### src/rtl/lpm_pkg.sv
package lpm_pkg;

  typedef enum logic [2:0] {
    MODE_RUN     = 3'd0,
    MODE_SLEEP   = 3'd1,
    MODE_DRAIN   = 3'd2,
    MODE_CLKSTOP = 3'd3,
    MODE_SWSTBY  = 3'd4,
    MODE_SETTLE  = 3'd5,
    MODE_HWSTBY  = 3'd6
  } lpm_mode_e;

  // control -> datapath strobes
  typedef struct packed {
    logic loadSettle;
    logic setErr;
    logic clrErr;
  } lpm_strobe_t;

endpackage

### src/rtl/lpm_ctrl.sv
module lpm_ctrl
  import lpm_pkg::*;
(
  input  logic        clk,
  input  logic        rstN,
  input  logic        sleepReq,
  input  logic        standbySel,
  input  logic        clkStopEn,
  input  logic        wdtWatchdogMode,
  input  logic        busCycleDone,
  input  logic        standbyPinN,
  input  logic        wakeOk,
  input  logic        maskOk,
  input  logic        settleDone,
  output lpm_mode_e   mode,
  output lpm_strobe_t strobe,
  output logic        resumeExc
);

  lpm_mode_e modeNext;
  logic      resumeNext;
  logic      acceptReq;
  logic      refuseReq;

  always_comb begin
    refuseReq = (mode == MODE_RUN) && sleepReq && standbySel && wdtWatchdogMode;
    acceptReq = (mode == MODE_RUN) && sleepReq && !refuseReq;
  end

  always_comb begin
    modeNext   = mode;
    resumeNext = 1'b0;
    strobe     = '0;
    if (!standbyPinN) begin
      modeNext = MODE_HWSTBY;
    end else begin
      unique case (mode)
        MODE_RUN: begin
          strobe.setErr = refuseReq;
          strobe.clrErr = acceptReq;
          if (acceptReq) begin
            if (standbySel)              modeNext = MODE_SWSTBY;
            else if (clkStopEn && maskOk) modeNext = MODE_DRAIN;
            else                         modeNext = MODE_SLEEP;
          end
        end
        MODE_SLEEP, MODE_CLKSTOP: begin
          if (wakeOk) begin
            modeNext   = MODE_RUN;
            resumeNext = 1'b1;
          end
        end
        MODE_DRAIN: begin
          if (wakeOk) begin
            modeNext   = MODE_RUN;
            resumeNext = 1'b1;
          end else if (busCycleDone) begin
            modeNext = MODE_CLKSTOP;
          end
        end
        MODE_SWSTBY: begin
          if (wakeOk) begin
            modeNext          = MODE_SETTLE;
            strobe.loadSettle = 1'b1;
          end
        end
        MODE_SETTLE: begin
          if (settleDone) begin
            modeNext   = MODE_RUN;
            resumeNext = 1'b1;
          end
        end
        MODE_HWSTBY: modeNext = MODE_HWSTBY;
        default:     modeNext = MODE_RUN;
      endcase
    end
  end

  always_ff @(posedge clk or negedge rstN) begin
    if (!rstN) begin
      mode      <= MODE_RUN;
      resumeExc <= 1'b0;
    end else begin
      mode      <= modeNext;
      resumeExc <= resumeNext;
    end
  end

endmodule

### src/rtl/lpm_dpath.sv
module lpm_dpath
  import lpm_pkg::*;
#(
  parameter int IRQ_N    = 12,
  parameter int MASK_W   = 32,
  parameter int TMR_LSB  = 24,
  parameter int TMR_MSB  = 27,
  parameter int SETTLE_W = 16
) (
  input  logic                clk,
  input  logic                rstN,
  input  lpm_mode_e           mode,
  input  lpm_strobe_t         strobe,
  input  logic [MASK_W-1:0]   moduleStopMask,
  input  logic                nmi,
  input  logic [IRQ_N-1:0]    irq,
  input  logic                timerIrq,
  input  logic                wdtIrq,
  input  logic                intDisable,
  input  logic                intMaskAll,
  input  logic [IRQ_N+1:0]    dtcRoute,
  input  logic                portOutEn,
  input  logic [SETTLE_W-1:0] settleCount,
  output logic                wakeOk,
  output logic                maskOk,
  output logic                settleDone,
  output logic                cpuClkEn,
  output logic                moduleClkEn,
  output logic                busClkEn,
  output logic                timerClkEn,
  output logic                wdtClkEn,
  output logic                oscEn,
  output logic                busHiZ,
  output logic                busHold,
  output logic                entryErr
);

  localparam int SRC_N = IRQ_N + 2;
  localparam int TMR_W = TMR_MSB - TMR_LSB + 1;
  localparam logic [MASK_W-1:0] TMR_FIELD =
    {{(MASK_W-TMR_W){1'b0}}, {TMR_W{1'b1}}} << TMR_LSB;

  // wake qualification, one lane per maskable source
  logic [SRC_N-1:0] srcVec;
  logic [SRC_N-1:0] cpuBound;
  assign srcVec = {wdtIrq, timerIrq, irq};

  for (genvar i = 0; i < SRC_N; i++) begin : g_route
    assign cpuBound[i] = srcVec[i] & ~dtcRoute[i];
  end

  assign wakeOk = nmi | (~intDisable & ~intMaskAll & (|cpuBound));

  // module-stop mask decode
  logic timerStopped;
  assign maskOk       = &(moduleStopMask | TMR_FIELD);
  assign timerStopped = &moduleStopMask[TMR_MSB:TMR_LSB];

  // oscillator settle counter
  logic [SETTLE_W-1:0] settleCnt;
  always_ff @(posedge clk or negedge rstN) begin
    if (!rstN) begin
      settleCnt <= '0;
    end else if (strobe.loadSettle) begin
      settleCnt <= settleCount;
    end else if (mode == MODE_SETTLE && settleCnt != '0) begin
      settleCnt <= settleCnt - 1'b1;
    end
  end
  assign settleDone = (mode == MODE_SETTLE) && (settleCnt == '0);

  // refused-entry flag
  always_ff @(posedge clk or negedge rstN) begin
    if (!rstN)              entryErr <= 1'b0;
    else if (strobe.setErr) entryErr <= 1'b1;
    else if (strobe.clrErr) entryErr <= 1'b0;
  end

  // output decode from mode
  always_comb begin
    cpuClkEn    = 1'b0;
    moduleClkEn = 1'b0;
    busClkEn    = 1'b0;
    timerClkEn  = 1'b0;
    wdtClkEn    = 1'b0;
    oscEn       = 1'b0;
    busHiZ      = 1'b0;
    busHold     = 1'b0;
    unique case (mode)
      MODE_RUN: begin
        cpuClkEn    = 1'b1;
        moduleClkEn = 1'b1;
        busClkEn    = 1'b1;
        timerClkEn  = 1'b1;
        wdtClkEn    = 1'b1;
        oscEn       = 1'b1;
      end
      MODE_SLEEP, MODE_DRAIN: begin
        moduleClkEn = 1'b1;
        busClkEn    = 1'b1;
        timerClkEn  = 1'b1;
        wdtClkEn    = 1'b1;
        oscEn       = 1'b1;
      end
      MODE_CLKSTOP: begin
        timerClkEn = ~timerStopped;
        wdtClkEn   = 1'b1;
        oscEn      = 1'b1;
      end
      MODE_SWSTBY: begin
        busHiZ  = ~portOutEn;
        busHold = portOutEn;
      end
      MODE_SETTLE: begin
        oscEn   = 1'b1;
        busHiZ  = ~portOutEn;
        busHold = portOutEn;
      end
      MODE_HWSTBY: busHiZ = 1'b1;
      default: begin
        cpuClkEn = 1'b0;
      end
    endcase
  end

endmodule

### src/rtl/lpm_sequencer.sv
module lpm_sequencer
  import lpm_pkg::*;
#(
  parameter int IRQ_N    = 12,
  parameter int SETTLE_W = 16
) (
  input  logic                clk,
  input  logic                rstN,
  input  logic                sleepReq,
  input  logic                standbySel,
  input  logic                clkStopEn,
  input  logic                portOutEn,
  input  logic [31:0]         moduleStopMask,
  input  logic                busCycleDone,
  input  logic                nmi,
  input  logic [IRQ_N-1:0]    irq,
  input  logic                timerIrq,
  input  logic                wdtIrq,
  input  logic                intDisable,
  input  logic                intMaskAll,
  input  logic [IRQ_N+1:0]    dtcRoute,
  input  logic                standbyPinN,
  input  logic                wdtWatchdogMode,
  input  logic [SETTLE_W-1:0] settleCount,
  output logic                cpuClkEn,
  output logic                moduleClkEn,
  output logic                busClkEn,
  output logic                timerClkEn,
  output logic                wdtClkEn,
  output logic                oscEn,
  output logic                busHiZ,
  output logic                busHold,
  output logic [2:0]          mode,
  output logic                resumeExc,
  output logic                entryErr
);

  lpm_mode_e   modeQ;
  lpm_strobe_t strobe;
  logic        wakeOk;
  logic        maskOk;
  logic        settleDone;

  lpm_ctrl u_ctrl (
    .clk             (clk),
    .rstN            (rstN),
    .sleepReq        (sleepReq),
    .standbySel      (standbySel),
    .clkStopEn       (clkStopEn),
    .wdtWatchdogMode (wdtWatchdogMode),
    .busCycleDone    (busCycleDone),
    .standbyPinN     (standbyPinN),
    .wakeOk          (wakeOk),
    .maskOk          (maskOk),
    .settleDone      (settleDone),
    .mode            (modeQ),
    .strobe          (strobe),
    .resumeExc       (resumeExc)
  );

  lpm_dpath #(
    .IRQ_N    (IRQ_N),
    .MASK_W   (32),
    .TMR_LSB  (24),
    .TMR_MSB  (27),
    .SETTLE_W (SETTLE_W)
  ) u_dpath (
    .clk            (clk),
    .rstN           (rstN),
    .mode           (modeQ),
    .strobe         (strobe),
    .moduleStopMask (moduleStopMask),
    .nmi            (nmi),
    .irq            (irq),
    .timerIrq       (timerIrq),
    .wdtIrq         (wdtIrq),
    .intDisable     (intDisable),
    .intMaskAll     (intMaskAll),
    .dtcRoute       (dtcRoute),
    .portOutEn      (portOutEn),
    .settleCount    (settleCount),
    .wakeOk         (wakeOk),
    .maskOk         (maskOk),
    .settleDone     (settleDone),
    .cpuClkEn       (cpuClkEn),
    .moduleClkEn    (moduleClkEn),
    .busClkEn       (busClkEn),
    .timerClkEn     (timerClkEn),
    .wdtClkEn       (wdtClkEn),
    .oscEn          (oscEn),
    .busHiZ         (busHiZ),
    .busHold        (busHold),
    .entryErr       (entryErr)
  );

  assign mode = modeQ;

endmodule

### config.mk
export PLATFORM = sky130hd
export DESIGN_NAME = lpm_sequencer
export DESIGN_NICKNAME = d
export VERILOG_FILES = /design/src/rtl/lpm_pkg.sv /design/src/rtl/lpm_ctrl.sv /design/src/rtl/lpm_dpath.sv /design/src/rtl/lpm_sequencer.sv
export SDC_FILE = /design/constraint.sdc
export NUM_CORES = 1
export LEC_CHECK = 0
export BUFFER_PORTS_ARGS = -buffer_cell sky130_fd_sc_hd__buf_4
export CORE_ASPECT_RATIO = 1.2
export CORE_MARGIN = 2
export CORE_UTILIZATION = 35
export CTS_CLUSTER_DIAMETER = 40
export DETAILED_ROUTE_END_ITERATION = 12
export PLACE_DENSITY = 0.68
export SYNTH_ARGS = -nofsm -noshare
export SYNTH_HDL_FRONTEND = slang
export SYNTH_SLANG_ARGS = --single-unit
export TNS_END_PERCENT = 20
### constraint.sdc
create_clock -name clk -period 2.5 [get_ports clk]
set_input_delay 0.25 -clock clk [delete_from_list [all_inputs] [get_ports clk]]
set_output_delay 0.25 -clock clk [all_outputs]
set_load 0.005 [all_outputs]
### Yosys cells after proc, flatten, opt, wreduce, memory -nomap -nowiden

Index checks and enable logic that the tools add are counted.

* register bits: 21
* memories kept: 0
* latch bits: 0
* logic and storage cells: 102
* memory bits (read-only): 0
* memory bits (writable): 0
* input port bits: 88
* output and inout bits: 13

* $mul: 0
* $lt $le $gt $ge: 0
* eq/ne operators: 11
* div/mod/pow operators: 0
* add/subtract/negate cells: 1
* multiplexer cells: 28
* shift-type cells: 0
* reduce and logical (&&, ||, !) cells: 23
* bitwise gates (word level): 35

Operators by type and width (count)
* 16-bit two-way mux: 2
* 28-bit AND reduction: 1
* 3-bit two-way mux: 9
* 1-bit inverter: 18
* 3-bit one-hot mux with 6 select lines: 1
* 1-bit AND: 16
* 16-bit zero test: 1
* 16-bit nonzero test: 1
* 16-bit by 1-bit subtractor with 16-bit output (second input constant): 1
* 14-bit OR reduction: 1
* 1-bit two-way mux: 11
* 3-bit == test (second input constant): 3
* 3-bit by 2-bit != test with 1-bit output (second input constant): 3
* 1-bit logical AND: 7
* 3-bit by 2-bit == test with 1-bit output (second input constant): 2
* 1-bit one-hot mux with 2 select lines: 3
* 3-bit OR reduction: 2
* 5-bit AND reduction: 1
* 5-bit OR reduction: 1
* 2-bit two-way mux: 2
* 4-bit by 3-bit != test with 1-bit output (second input constant): 1
* 4-bit AND reduction: 1
* 2-bit nonzero test: 2
* 2-bit OR reduction: 2
* 6 further kinds: 6

### Longest topological paths before layout

* depth after elaboration: 10
* mapped depth: 9
* gate-level depth less buffers: 8

### Modules after synthesis

A second synthesis with hierarchy kept.

* cell total of the unflattened synthesis: 197
* area, all modules: 1560.2 um^2

Modules (own cells, without submodules)
* lpm_dpath: sequential area each 425.4 um^2, cells each 160, times used 1, area an instance 1278.7 um^2
* lpm_ctrl: sequential area each 100.1 um^2, cells each 37, times used 1, area an instance 281.5 um^2

### Least setup slack after synthesis

Ideal clock, no wire load.

* path type: register to register
* start: register u_dpath.settleCnt[7]
* end: register u_ctrl.mode[2]
* setup slack: 0.461 ns
* library setup time: 0.122 ns
* period minus slack after synthesis: 2.039 ns
* arrival: 1.917 ns
* cell stages (with the launch flop): 9
* path buffers: 1
* data required time: 2.378 ns
* cell sequence: dfrtp_1 > or3_4 > nor3_4 > and3_4 > nor2b_2 > buf_6 > a221oi_4 > mux2i_1 > o21ai_1

* word-level cells in the longest chain between the ends: 4

Ends and longest elaborated chain
* start: declaration: line lpm_dpath.sv:60 `logic [SETTLE_W-1:0] settleCnt;`
* start signal: assignment: line lpm_dpath.sv:65 `settleCnt <= settleCount;`
* start signal: assignment: line lpm_dpath.sv:67 `settleCnt <= settleCnt - 1'b1;`
* 16-bit zero test: line lpm_dpath.sv:70 `assign settleDone = (mode == MODE_SETTLE) && (settleCnt == '0);`
* 1-bit logical AND: line lpm_dpath.sv:70
* 3-bit != test (no source line)
* 5-bit AND reduction (no source line)
* end signal: assignment: line lpm_ctrl.sv:84 `mode <= modeNext;`
* end: declaration: line lpm_ctrl.sv:15 `output lpm_mode_e mode,`

Every way passes these cells.
A chain may end at the register's enable or synchronous reset.

### Worst setup path in the final report

* start: register u_dpath.settleCnt[7]
* end: register u_dpath.settleCnt[8]

* word-level cells in the longest chain between the ends: 3
* elaborated cells between the ends (all ways): 6
* classes of those cells: 1 x add/sub; 2 x mux; 3 x reduce/logical

Ends and longest elaborated chain
* 16-bit by 1-bit subtractor with 16-bit output / 16-bit nonzero test (equally long branches): line lpm_dpath.sv:67, lpm_dpath.sv:66
* 16-bit two-way mux / 1-bit logical AND (equally long branches): line lpm_dpath.sv:66 `end else if (mode == MODE_SETTLE && settleCnt != '0) begin`
* 16-bit two-way mux / 2-bit nonzero test (equally long branches)

Several ways; a longest one is shown, not always the timed one. The select of a mux whose other input is x is not followed.

==> run metrics <==
Routed WL=4.611 mm; Pre-antenna DRT Iters=4; Post-CTS Setup Repair Bufs=0; worst clock skew=0.001702 ns; initial antenna violation count=0; commonest non-fill, non-tap cell in the layout=buf_4; share of cells above drive strength 1=0.4201; initial DRC count=66; number of synthesis warnings=0; clock-pin slew on the worst setup and hold paths=0.08 ns; fin crit share=0.8724; grt ovf=0; Core Area=4294 um2; fin. max-slew vios=0; sequential fraction of the synthesis area=0.3328; crit path cell chain=or3_4, nor3_4, and3_4, nand2b_1, buf_4, nor4_1, a221o_1; slew margin rel.=0.6470; synthesized instance count=185; row count=26; most frequent cells in the layout=106 x buf_4, 21 x dfrtp_1, 19 x nand2_1, 13 x a21oi_1; starting density of the core=0.3677; CTS Buffer Depth=2; Final setup viols=0; fillers=437; CP max FO=6; RSZ-0062 raised after global routing=false; ys flop type=dfrtp_1; H-tree levels=1; post-DR vias/cell=between 5 and 6; Largest stage delay, worst path=0.44 ns; min cycle time layout=2.181 ns; CP max-delay cell=dfrtp_1; Worst-Skew Late Latency=0.26 ns; TritonCTS Buffers=3; DRC Markers=0; Final Power=0.001378 W; first-pass GRT wire length=7.603 mm; Hold-fix buffers, CTS=1; Post-Synthesis Cell Area=1579 um2; syn nets=approximately 280; power per cell area=561.7 nW/um2; outcome=finished clean; Antenna diodes=0; syn_area_per_cell=8.535 um2; Final Worst Setup Slack=0.3191 ns; Max Cap Viol=0; gr usage total=0.1841; CP delay by family, top=simple AND/OR/NAND/NOR gates; routability-driven placement congestion ratio=0.7741; Die X=65.32 um; Required @ worst endpoint=2.64 ns; Worst-Margin Slew=~0.53 ns; buffers plus inverters on the worst setup path=1; VDD IR max=0.4713 mV; asr flop ratio synth=1.000; startpoint types=flip-flop; largest net degree at the start of global routing=22; detailed placement HPWL=about 3.7 mm; maximum clock rate=about 460 MHz; Fin. Hold Viols=0; critical path arrival=2.32 ns; DIE AREA=5067 um2; Area Growth Syn to Fin=55.39%; Hold Crit Class=in2reg; DP Worst Slack=between 0.2 and 0.3 ns; kind of critical path=reg2reg; final antenna-violating net count=0; Static Leakage=1.126 nW; clk sinks=21; Final #Nets=379; vias in the first global route=roughly 1800; die height=77.58 um; Post-synth EDFFs=0; PortBufs=100; Top Ports=a little over 100; Routed WL per cell=13.40 um; CTS-repair resized insts=0; Yosys reg bits=21; via count=1802; Worst Setup End Kind=flip-flop; setup TNS=0 ns; clock root cell=clkbuf_8; TritonCTS clock tree=done; Cell variety after synth=48
[worst reg2reg max path, cell delays in order, from the launching register on]
cell and delay [ns]:
dfrtp_1 0.44, or3_4 0.44, nor3_4 0.20, and3_4 0.25
nand2b_1 0.22, buf_4 0.19, nor4_1 0.06, a221o_1 0.28
[through the flow]
| stage | utilization | hold slack (ns) | std cells | instance area [um2] |
|---|---|---|---|---|
| after floorplan | - | -0.04559 | 185 | 1579 |
| after CTS | 0.5714 | 0.1964 | 344 | 2454 |
| final | 0.5714 | 0.1987 | 344 | 2454 |
| after global placement | 0.5586 | 0.1539 | 339 | 2399 |
| after global routing | 0.5714 | 0.1878 | 344 | 2454 |
| after detailed placement | 0.5586 | 0.1569 | 339 | 2399 |
[power breakdown]
part	internal, W	switching, W
Combinational	0.000312	0.000228
Clock	0.000113	0.000109
Sequential	0.000467	0.000149
Total	0.000892	0.000486
[path summary, 6_finish.rpt]
check,slack [ns],cells after the start,startpoint,to
setup / recovery,0.32,7,u_dpath.settleCnt[7],u_dpath.settleCnt[8]
hold / removal,0.20,3,settleCount[3],u_dpath.settleCnt[3]
setup reg to reg,0.32,7,u_dpath.settleCnt[7],u_dpath.settleCnt[8]
hold reg to reg,0.49,2,u_dpath.entryErr,u_dpath.entryErr
max in group asynchronous,1.87,2,rstN,u_ctrl.mode[0]
min in group asynchronous,0.41,2,rstN,u_dpath.settleCnt[8]
[layer usage]
metal / vias to the layer above / track usage / share of wire
met3: 4 / 0.03768 / 0.098
met1: 828 / 0.2225 / 0.40
met2: 74 / 0.3245 / 0.49
met5: - / 0 / 0
li1: 896 / - / -
met4: 0 / 0.05417 / 0.0074
[layout make-up]
type                            instances  area [um2]  area share
Clock buffer                            4       45.04     0.01836
Sequential cell                        21       525.5      0.2142
Inverter                               11       41.29     0.01683
Timing Repair Buffer                  107       805.8      0.3284
Multi-Input combinational cell        145       965.9      0.3937
Tap cell                               56       70.07     0.02856
[cell families after synthesis]
family	Yosys count	synth area share
AO/OA/AOI/OAI	49	0.2235
XOR/XNOR	6	0.03328
adder cells (fa/ha/maj)	2	0.01585
buffers and inverters	19	0.05547
flip-flops	21	0.3328
multiplexers	4	0.02694
AND/OR/NAND/NOR	84	0.3122
[sequential cells by signal (all words and copies together), names as in the netlist]
name	flops
u_ctrl.resumeExc	1
u_ctrl.mode	3
u_dpath.settleCnt	16
u_dpath.entryErr	1
[synth_stat cells (all sizes together), types with 3 or more instances]
cell type  instances  area share
nand4              6       0.024
nor2b              9       0.037
dfrtp             21        0.33
o221ai             3       0.017
o21ai             12       0.038
buf                6       0.025
nor4               7       0.028
nor3              11       0.049
nor2              10       0.024
inv               11       0.026
a221o              5       0.032
xnor2              5       0.028
nand2             19       0.045
a21oi             13       0.041
nand2b             4       0.016
nand3              7       0.022
Note: power is estimated with default switching activity, not from simulation.
